===== config.mk =====
export PLATFORM = sky130hd
export DESIGN_NAME = bus_match_cmp
export DESIGN_NICKNAME = d
export VERILOG_FILES = /design/src/rtl/cmp_pkg.sv /design/src/rtl/cmp_regs.sv /design/src/rtl/cmp_eval.sv /design/src/rtl/bus_match_cmp.sv
export SDC_FILE = /design/constraint.sdc
export NUM_CORES = 1
export LEC_CHECK = 0
export BUFFER_PORTS_ARGS = -buffer_cell sky130_fd_sc_hd__buf_2
export CAP_MARGIN = 40
export CORE_ASPECT_RATIO = 0.75
export CORE_MARGIN = 4
export CORE_UTILIZATION = 55
export CTS_CLUSTER_DIAMETER = 200
export DETAILED_ROUTE_END_ITERATION = 7
export PLACE_DENSITY = 0.76
export SKIP_LAST_GASP = 1
export SYNTH_ARGS = -nofsm -noshare
export SYNTH_HDL_FRONTEND = slang
export SYNTH_SLANG_ARGS = --single-unit

===== constraint.sdc =====
create_clock -name clk -period 3.8 [get_ports clk]
set_clock_uncertainty 0.15 [all_clocks]
set_input_delay 0 -clock clk [delete_from_list [all_inputs] [get_ports clk]]
set_output_delay 0 -clock clk [all_outputs]
set_load 0.01 [all_outputs]

===== src/rtl/cmp_pkg.sv =====
package cmp_pkg;
  localparam int ADDR_W     = 24;
  localparam int DATA_W     = 16;
  localparam int BYTE_W     = 8;
  localparam int ADDR_BYTES = ADDR_W / BYTE_W;
  localparam int DATA_BYTES = DATA_W / BYTE_W;
  localparam int REG_AW     = 3;

  localparam logic [REG_AW-1:0] OFS_CTRL = 3'd0;
  localparam logic [REG_AW-1:0] OFS_ADDR = 3'd1;
  localparam logic [REG_AW-1:0] OFS_DATA = 3'd4;
  localparam logic [REG_AW-1:0] OFS_MASK = 3'd6;

  // control fields; bit 1 of the register byte is reserved and not stored
  typedef struct packed {
    logic top7;    // size enable (size variant), always 0 (data variant)
    logic mode6;   // size value (size variant), data inversion (data variant)
    logic tag;
    logic brk;
    logic rw_val;
    logic rw_en;
    logic en;
  } ctrl_t;

  function automatic ctrl_t ctrl_from_byte(input logic [7:0] b, input bit data_cap);
    ctrl_t c;
    c.top7   = data_cap ? 1'b0 : b[7];
    c.mode6  = b[6];
    c.tag    = b[5];
    c.brk    = b[4];
    c.rw_val = b[3];
    c.rw_en  = b[2];
    c.en     = b[0];
    return c;
  endfunction

  function automatic logic [7:0] ctrl_to_byte(input ctrl_t c);
    return {c.top7, c.mode6, c.tag, c.brk, c.rw_val, c.rw_en, 1'b0, c.en};
  endfunction

  function automatic logic data_ok(input logic [DATA_W-1:0] bus, input logic [DATA_W-1:0] ref_v,
                                   input logic [DATA_W-1:0] mask, input logic inv);
    logic same;
    if (mask == '0) return 1'b1;
    same = (((bus ^ ref_v) & mask) == '0);
    return inv ? ~same : same;
  endfunction

  function automatic logic size_ok(input logic word, input logic en, input logic val);
    return ~en | (word == val);
  endfunction

  function automatic logic rw_ok(input logic rnw, input logic en, input logic val);
    return ~en | (rnw == val);
  endfunction
endpackage


===== src/rtl/cmp_regs.sv =====
module cmp_regs
  import cmp_pkg::*;
#(
  parameter bit DATA_CAPABLE = 1'b1
) (
  input  logic              clk,
  input  logic              rst_n,
  input  logic              armed,
  input  logic              wr,
  input  logic [REG_AW-1:0] addr,
  input  logic [7:0]        wdata,
  output logic [7:0]        rdata,
  output ctrl_t             ctrl_o,
  output logic [ADDR_W-1:0] cmp_addr_o,
  output logic [DATA_W-1:0] cmp_data_o,
  output logic [DATA_W-1:0] cmp_mask_o
);
  logic wr_ok;
  assign wr_ok = wr & ~armed;

  ctrl_t ctrl_q;
  always_ff @(posedge clk or negedge rst_n) begin
    if (!rst_n) ctrl_q <= '0;
    else if (wr_ok && addr == OFS_CTRL) ctrl_q <= ctrl_from_byte(wdata, DATA_CAPABLE);
  end
  assign ctrl_o = ctrl_q;

  logic [7:0] abyte [ADDR_BYTES];
  for (genvar i = 0; i < ADDR_BYTES; i++) begin : g_abyte
    localparam logic [REG_AW-1:0] OFS = REG_AW'(OFS_ADDR + i);
    always_ff @(posedge clk or negedge rst_n) begin
      if (!rst_n) abyte[i] <= '0;
      else if (wr_ok && addr == OFS) abyte[i] <= wdata;
    end
    assign cmp_addr_o[ADDR_W-1-BYTE_W*i -: BYTE_W] = abyte[i];
  end

  if (DATA_CAPABLE) begin : g_data
    logic [7:0] dbyte [DATA_BYTES];
    logic [7:0] mbyte [DATA_BYTES];
    for (genvar i = 0; i < DATA_BYTES; i++) begin : g_dbyte
      localparam logic [REG_AW-1:0] DOFS = REG_AW'(OFS_DATA + i);
      localparam logic [REG_AW-1:0] MOFS = REG_AW'(OFS_MASK + i);
      always_ff @(posedge clk or negedge rst_n) begin
        if (!rst_n) begin
          dbyte[i] <= '0;
          mbyte[i] <= '0;
        end else begin
          if (wr_ok && addr == DOFS) dbyte[i] <= wdata;
          if (wr_ok && addr == MOFS) mbyte[i] <= wdata;
        end
      end
      assign cmp_data_o[DATA_W-1-BYTE_W*i -: BYTE_W] = dbyte[i];
      assign cmp_mask_o[DATA_W-1-BYTE_W*i -: BYTE_W] = mbyte[i];
    end
  end else begin : g_nodata
    assign cmp_data_o = '0;
    assign cmp_mask_o = '0;
  end

  always_comb begin
    rdata = '0;
    if (addr == OFS_CTRL) rdata = ctrl_to_byte(ctrl_q);
    for (int i = 0; i < ADDR_BYTES; i++)
      if (addr == REG_AW'(OFS_ADDR + i)) rdata = cmp_addr_o[ADDR_W-1-BYTE_W*i -: BYTE_W];
    for (int i = 0; i < DATA_BYTES; i++) begin
      if (addr == REG_AW'(OFS_DATA + i)) rdata = cmp_data_o[DATA_W-1-BYTE_W*i -: BYTE_W];
      if (addr == REG_AW'(OFS_MASK + i)) rdata = cmp_mask_o[DATA_W-1-BYTE_W*i -: BYTE_W];
    end
  end
endmodule


===== src/rtl/cmp_eval.sv =====
module cmp_eval
  import cmp_pkg::*;
#(
  parameter bit DATA_CAPABLE = 1'b1
) (
  input  ctrl_t             ctrl,
  input  logic [ADDR_W-1:0] cmp_addr,
  input  logic [DATA_W-1:0] cmp_data,
  input  logic [DATA_W-1:0] cmp_mask,
  input  logic              bus_valid,
  input  logic [ADDR_W-1:0] bus_addr,
  input  logic [DATA_W-1:0] bus_data,
  input  logic              bus_rnw,
  input  logic              bus_word,
  output logic              addr_hit,
  output logic              data_hit,
  output logic              size_hit,
  output logic              rw_hit,
  output logic              hit
);
  logic inv;
  logic size_en;
  assign inv     = DATA_CAPABLE ? ctrl.mode6 : 1'b0;
  assign size_en = DATA_CAPABLE ? 1'b0 : ctrl.top7;

  assign addr_hit = (bus_addr == cmp_addr);
  assign data_hit = ctrl.tag | data_ok(bus_data, cmp_data, cmp_mask, inv);
  assign size_hit = ctrl.tag | size_ok(bus_word, size_en, ctrl.mode6);
  assign rw_hit   = ctrl.tag | rw_ok(bus_rnw, ctrl.rw_en, ctrl.rw_val);
  assign hit      = bus_valid & ctrl.en & addr_hit & data_hit & size_hit & rw_hit;
endmodule


===== src/rtl/bus_match_cmp.sv =====
module bus_match_cmp
  import cmp_pkg::*;
#(
  parameter bit DATA_CAPABLE = 1'b1
) (
  input  logic              clk,
  input  logic              rst_n,
  input  logic              armed,
  input  logic              reg_wr,
  input  logic [REG_AW-1:0] reg_addr,
  input  logic [7:0]        reg_wdata,
  output logic [7:0]        reg_rdata,
  input  logic              bus_valid,
  input  logic [ADDR_W-1:0] bus_addr,
  input  logic [DATA_W-1:0] bus_data,
  input  logic              bus_rnw,
  input  logic              bus_word,
  output logic              match,
  output logic              match_brk,
  output logic              match_tag
);
  ctrl_t             ctrl_q;
  logic [ADDR_W-1:0] cmp_addr;
  logic [DATA_W-1:0] cmp_data;
  logic [DATA_W-1:0] cmp_mask;
  logic addr_hit, data_hit, size_hit, rw_hit, hit;

  cmp_regs #(.DATA_CAPABLE(DATA_CAPABLE)) u_regs (
    .clk(clk), .rst_n(rst_n), .armed(armed), .wr(reg_wr), .addr(reg_addr),
    .wdata(reg_wdata), .rdata(reg_rdata), .ctrl_o(ctrl_q),
    .cmp_addr_o(cmp_addr), .cmp_data_o(cmp_data), .cmp_mask_o(cmp_mask)
  );

  cmp_eval #(.DATA_CAPABLE(DATA_CAPABLE)) u_eval (
    .ctrl(ctrl_q), .cmp_addr(cmp_addr), .cmp_data(cmp_data), .cmp_mask(cmp_mask),
    .bus_valid(bus_valid), .bus_addr(bus_addr), .bus_data(bus_data),
    .bus_rnw(bus_rnw), .bus_word(bus_word),
    .addr_hit(addr_hit), .data_hit(data_hit), .size_hit(size_hit),
    .rw_hit(rw_hit), .hit(hit)
  );

  always_ff @(posedge clk or negedge rst_n) begin
    if (!rst_n) begin
      match     <= 1'b0;
      match_brk <= 1'b0;
      match_tag <= 1'b0;
    end else begin
      match     <= hit;
      match_brk <= hit & ctrl_q.brk;
      match_tag <= hit & ctrl_q.tag;
    end
  end
endmodule


==> metrics.md <==
| Metric | Value |
|---|---|
| Status | completed |
| Cell-internal power | 0.00144 W |
| Pin count of the biggest net entering global routing | 36 |
| Maximum count of clock buffers along a single path | 2 |
| Layout overhead on the synthesized area | 18.1% |
| Leading register cell type out of synthesis | dfrtp_1 |
| Category of the critical setup timing path | flop to flop |
| Die Wd | about 100 um |
| Maximum resistive drop on vdd | ~370 uV |
| Hold Crit Class | input pin to flop |
| Post-synthesis register bit count | 65 |
| Clock power frac | 25.2% |
| Average cell area after synthesis | roughly 12 um^2 |
| Die Outline Area | ~0.0079 mm^2 |
| Violation count after the first detailed-routing iteration | 142 |
| Clock tree from TritonCTS | done |
| Synth warn | 0 |
| Most area-consuming cells after synthesis | dfrtp_1 (45%), mux2_2 (15%), xnor2_1 (5.9%) |
| Ant diodes | 0 |
| Net count of the finished layout | roughly 430 |
| Ratio of final minimum period to clock period | between 50% and 60% |
| Clock slew at the register clock pins of the worst setup and hold paths | roughly 60 ps |
| Footprint of the multi-input gates | ~0.0019 mm^2 |
| Fraction of synthesized cell area taken by the top area cell type | 45.3% |
| Synthesized Nets | between 300 and 400 |
| Shortest clock period the worst path allows after layout | between 2000 and 2500 ps |
| Crit path required time | 3880 ps |
| Reported max-cap violation count | 0 |
| Post-Synthesis Cells | roughly 290 |
| Via total after detailed routing | 2,657 |
| Initial Utilization | 56.8% |
| Achievable frequency | between 400 and 500 MHz |
| Antenna viol nets, final | 0 |
| Clock latency reported for the late side of the worst-skew pair | 340 ps |
| Placeable core area | approximately 0.0063 mm^2 |
| Critical Path Fanout Max | 4 |
| Cell Count Post-Placement | between 400 and 500 |
| First-pass GRT wire length | about 14 mm |
| Portion of the post-synthesis area used by sequential elements | around 45% |
| Cts repair resizes | 0 |
| Share of final-layout standard cells stronger than drive strength 1 | about two fifths |
| Pwr/cell area | between 400 and 500 mW/mm^2 |
| Vias in the first global route | approximately 2,700 |
| Half-perimeter wire length of the detailed placement result | 6.36 mm |
| Initial antenna violation count | 0 |
| Slew at the pin closest to its max-slew limit | approximately 800 ps |
| CP Launch Type | flop |
| Worst slew margin relative to its limit | roughly 47% |
| DRT Pass-1 Iters | 4 |
| Most frequent cells after synthesis | dfrtp_1 (65), mux2_2 (47), xnor2_1 (24) |
| Relative contribution of combinational cells to total power | 26.1% |
| Sequential cell fraction of total power | a little under 50% |
| Slew Viols, Final | 0 |
| H-tree Lvls | 3 |
| Synth area leader | dfrtp_1 |
| Via-per-instance ratio | 5.88 |
| Async set or reset register ratio after synthesis | 100% |
| Critical path arrival | approximately 2300 ps |
| Clock sink total | 65 |
| Flip-flop and latch area | about 0.0016 mm^2 |
| Overall routed net length | 8.72 mm |
| Switch share | 30.6% |
| Total non-filler cell area in the finished layout | 0.00424 mm^2 |
| Distinct cells, synth | 38 |
| Standard-cell rows | 25 |
| Setup TNS | 0 ps |
| Number of hold violations in the final report | 0 |
| Leakage | 1.89 nW |
| Most numerous cell in the Yosys netlist | dfrtp_1 |
| Total congestion overflow | 0 |
| Routed wirelength normalized by instance count | 19.3 um |
| Remaining routing DRC violations | 0 |
| Number of buffers created by CTS | 9 |
| Final Non-Filler Cells | roughly 450 |
| Final setup violation count | 0 |
| All-layer global routing usage | between 20% and 30% |
| Number of placed I/O pins | 69 |
| Endpoint class of the critical path | flop |
| FILL cells | between 500 and 600 |
| RSZ-0062 raised after global routing | false |
| Post-synth EDFFs | 0 |
| Vert. Die Dim | 78.0 um |
| Number of buffers added on ports | 67 |
| Netlist area before placement | roughly 0.0036 mm^2 |
| DP Area | 0.00396 mm^2 |
| Routability congestion estimate from global placement | around 0.9 |
| Switching power summed over all nets | around 0.00064 W |
| Master cell of the clock root buffer | clkbuf_8 |
-- metal layers --
layer | vias to the layer above | share of wire [%] | GRT usage [%]
li1 | 1237 | - | -
met1 | 1303 | 46 | 35.9
met2 | 109 | 45 | 35.7
met3 | 8 | 8.4 | 6.20
met4 | 0 | 0.94 | 6.11
met5 | - | 0 | 0
-- critical path, cell delays in order, from the launching register on --
cell and delay, ps:
dfrtp_1 440, xnor2_1 170, nand4_1 130, nor4_2 260
dlygate4sd3_1 590, nand3_1 110, nor4_1 310
-- state kept, by name, summed over array words and instances (netlist names) --
signal,flops
u_regs.cmp_addr_o,24
match,1
match_tag,1
match_brk,1
u_regs.ctrl_o,6
u_regs.cmp_data_o,16
u_regs.cmp_mask_o,16
-- what timing repair did --
| action | in CTS | in global routing |
|---|---|---|
| hold endpoints to repair | 99 | 0 |
| hold buffers | 11 | 0 |
| setup buffers | 0 | 0 |
-- worst paths after layout --
kind / from / to / slack, ps / cells after the start
worst max-delay path: u_regs.cmp_addr_o[19]$_DFFE_PN0P_ / match_brk$_DFF_PN0_ / 1530 / 6
worst min-delay path: bus_addr[16] / match$_DFF_PN0_ / 40 / 6
worst max register to register: u_regs.cmp_addr_o[19]$_DFFE_PN0P_ / match_brk$_DFF_PN0_ / 1530 / 6
worst min register to register: u_regs.cmp_addr_o[14]$_DFFE_PN0P_ / u_regs.cmp_addr_o[14]$_DFFE_PN0P_ / 390 / 1
max in group asynchronous: rst_n / u_regs.cmp_addr_o[0]$_DFFE_PN0P_ / 2460 / 3
min in group asynchronous: rst_n / u_regs.cmp_data_o[13]$_DFFE_PN0P_ / 140 / 2
-- power groups by stage --
stage	Clock [W]	Sequential [W]	Combinational, W
floorplan	0	0.000966	0.000395
global placement	0	0.00101	0.000520
detailed placement	0	0.00102	0.000532
CTS	0.000528	0.00101	0.000545
global route	0.000565	0.00104	0.000602
finish	0.000523	0.00101	0.000542
-- cells by family (layout without fill, tap and decap cells) --
family                 after synthesis  after routing  share of synthesized area, %
AND/OR/NAND/NOR                     47             47                          8.08
flip-flops                          65             65                          45.3
multiplexers                        75             75                          25.9
XOR/XNOR                            41             41                          10.0
AO/OA/AOI/OAI                       46             46                          8.22
buffers and inverters               18             97                          2.54
-- metrics by stage --
stage	hold slack [ps]	utilization (%)	worst slack, ps	power [W]
final	37.5	67.1	1530	0.00208
after global routing	85.9	67.1	1370	0.00220
after CTS	15.0	67.1	1540	0.00208
after detailed placement	-29.5	62.7	1660	0.00156
after global placement	-39.8	62.7	1650	0.00153
after floorplan	-446	-	2280	0.00136
-- layout by cell type (no fill, tap or decap), types with 7 or more instances in the layout --
| master | n |
|---|---|
| mux2_2 | 47 |
| clkbuf_8 | 12 |
| buf_2 | 67 |
| a21oi_1 | 14 |
| mux2_1 | 15 |
| xnor2_1 | 24 |
| dlygate4sd3_1 | 11 |
| xor2_1 | 17 |
| nand2_1 | 10 |
| a22oi_1 | 11 |
| nand4_1 | 7 |
| dfrtp_1 | 65 |
| mux4_2 | 8 |
-- layout make-up --
type	instances	share of cell area, %
clock buffers	13	3.98
multi-input cells	209	44.2
repair buffers	79	10.7
well taps	81	2.39
inverters	5	0.442
flip-flops and latches	65	38.3
No activity file was read; power rests on OpenSTA's default activity.
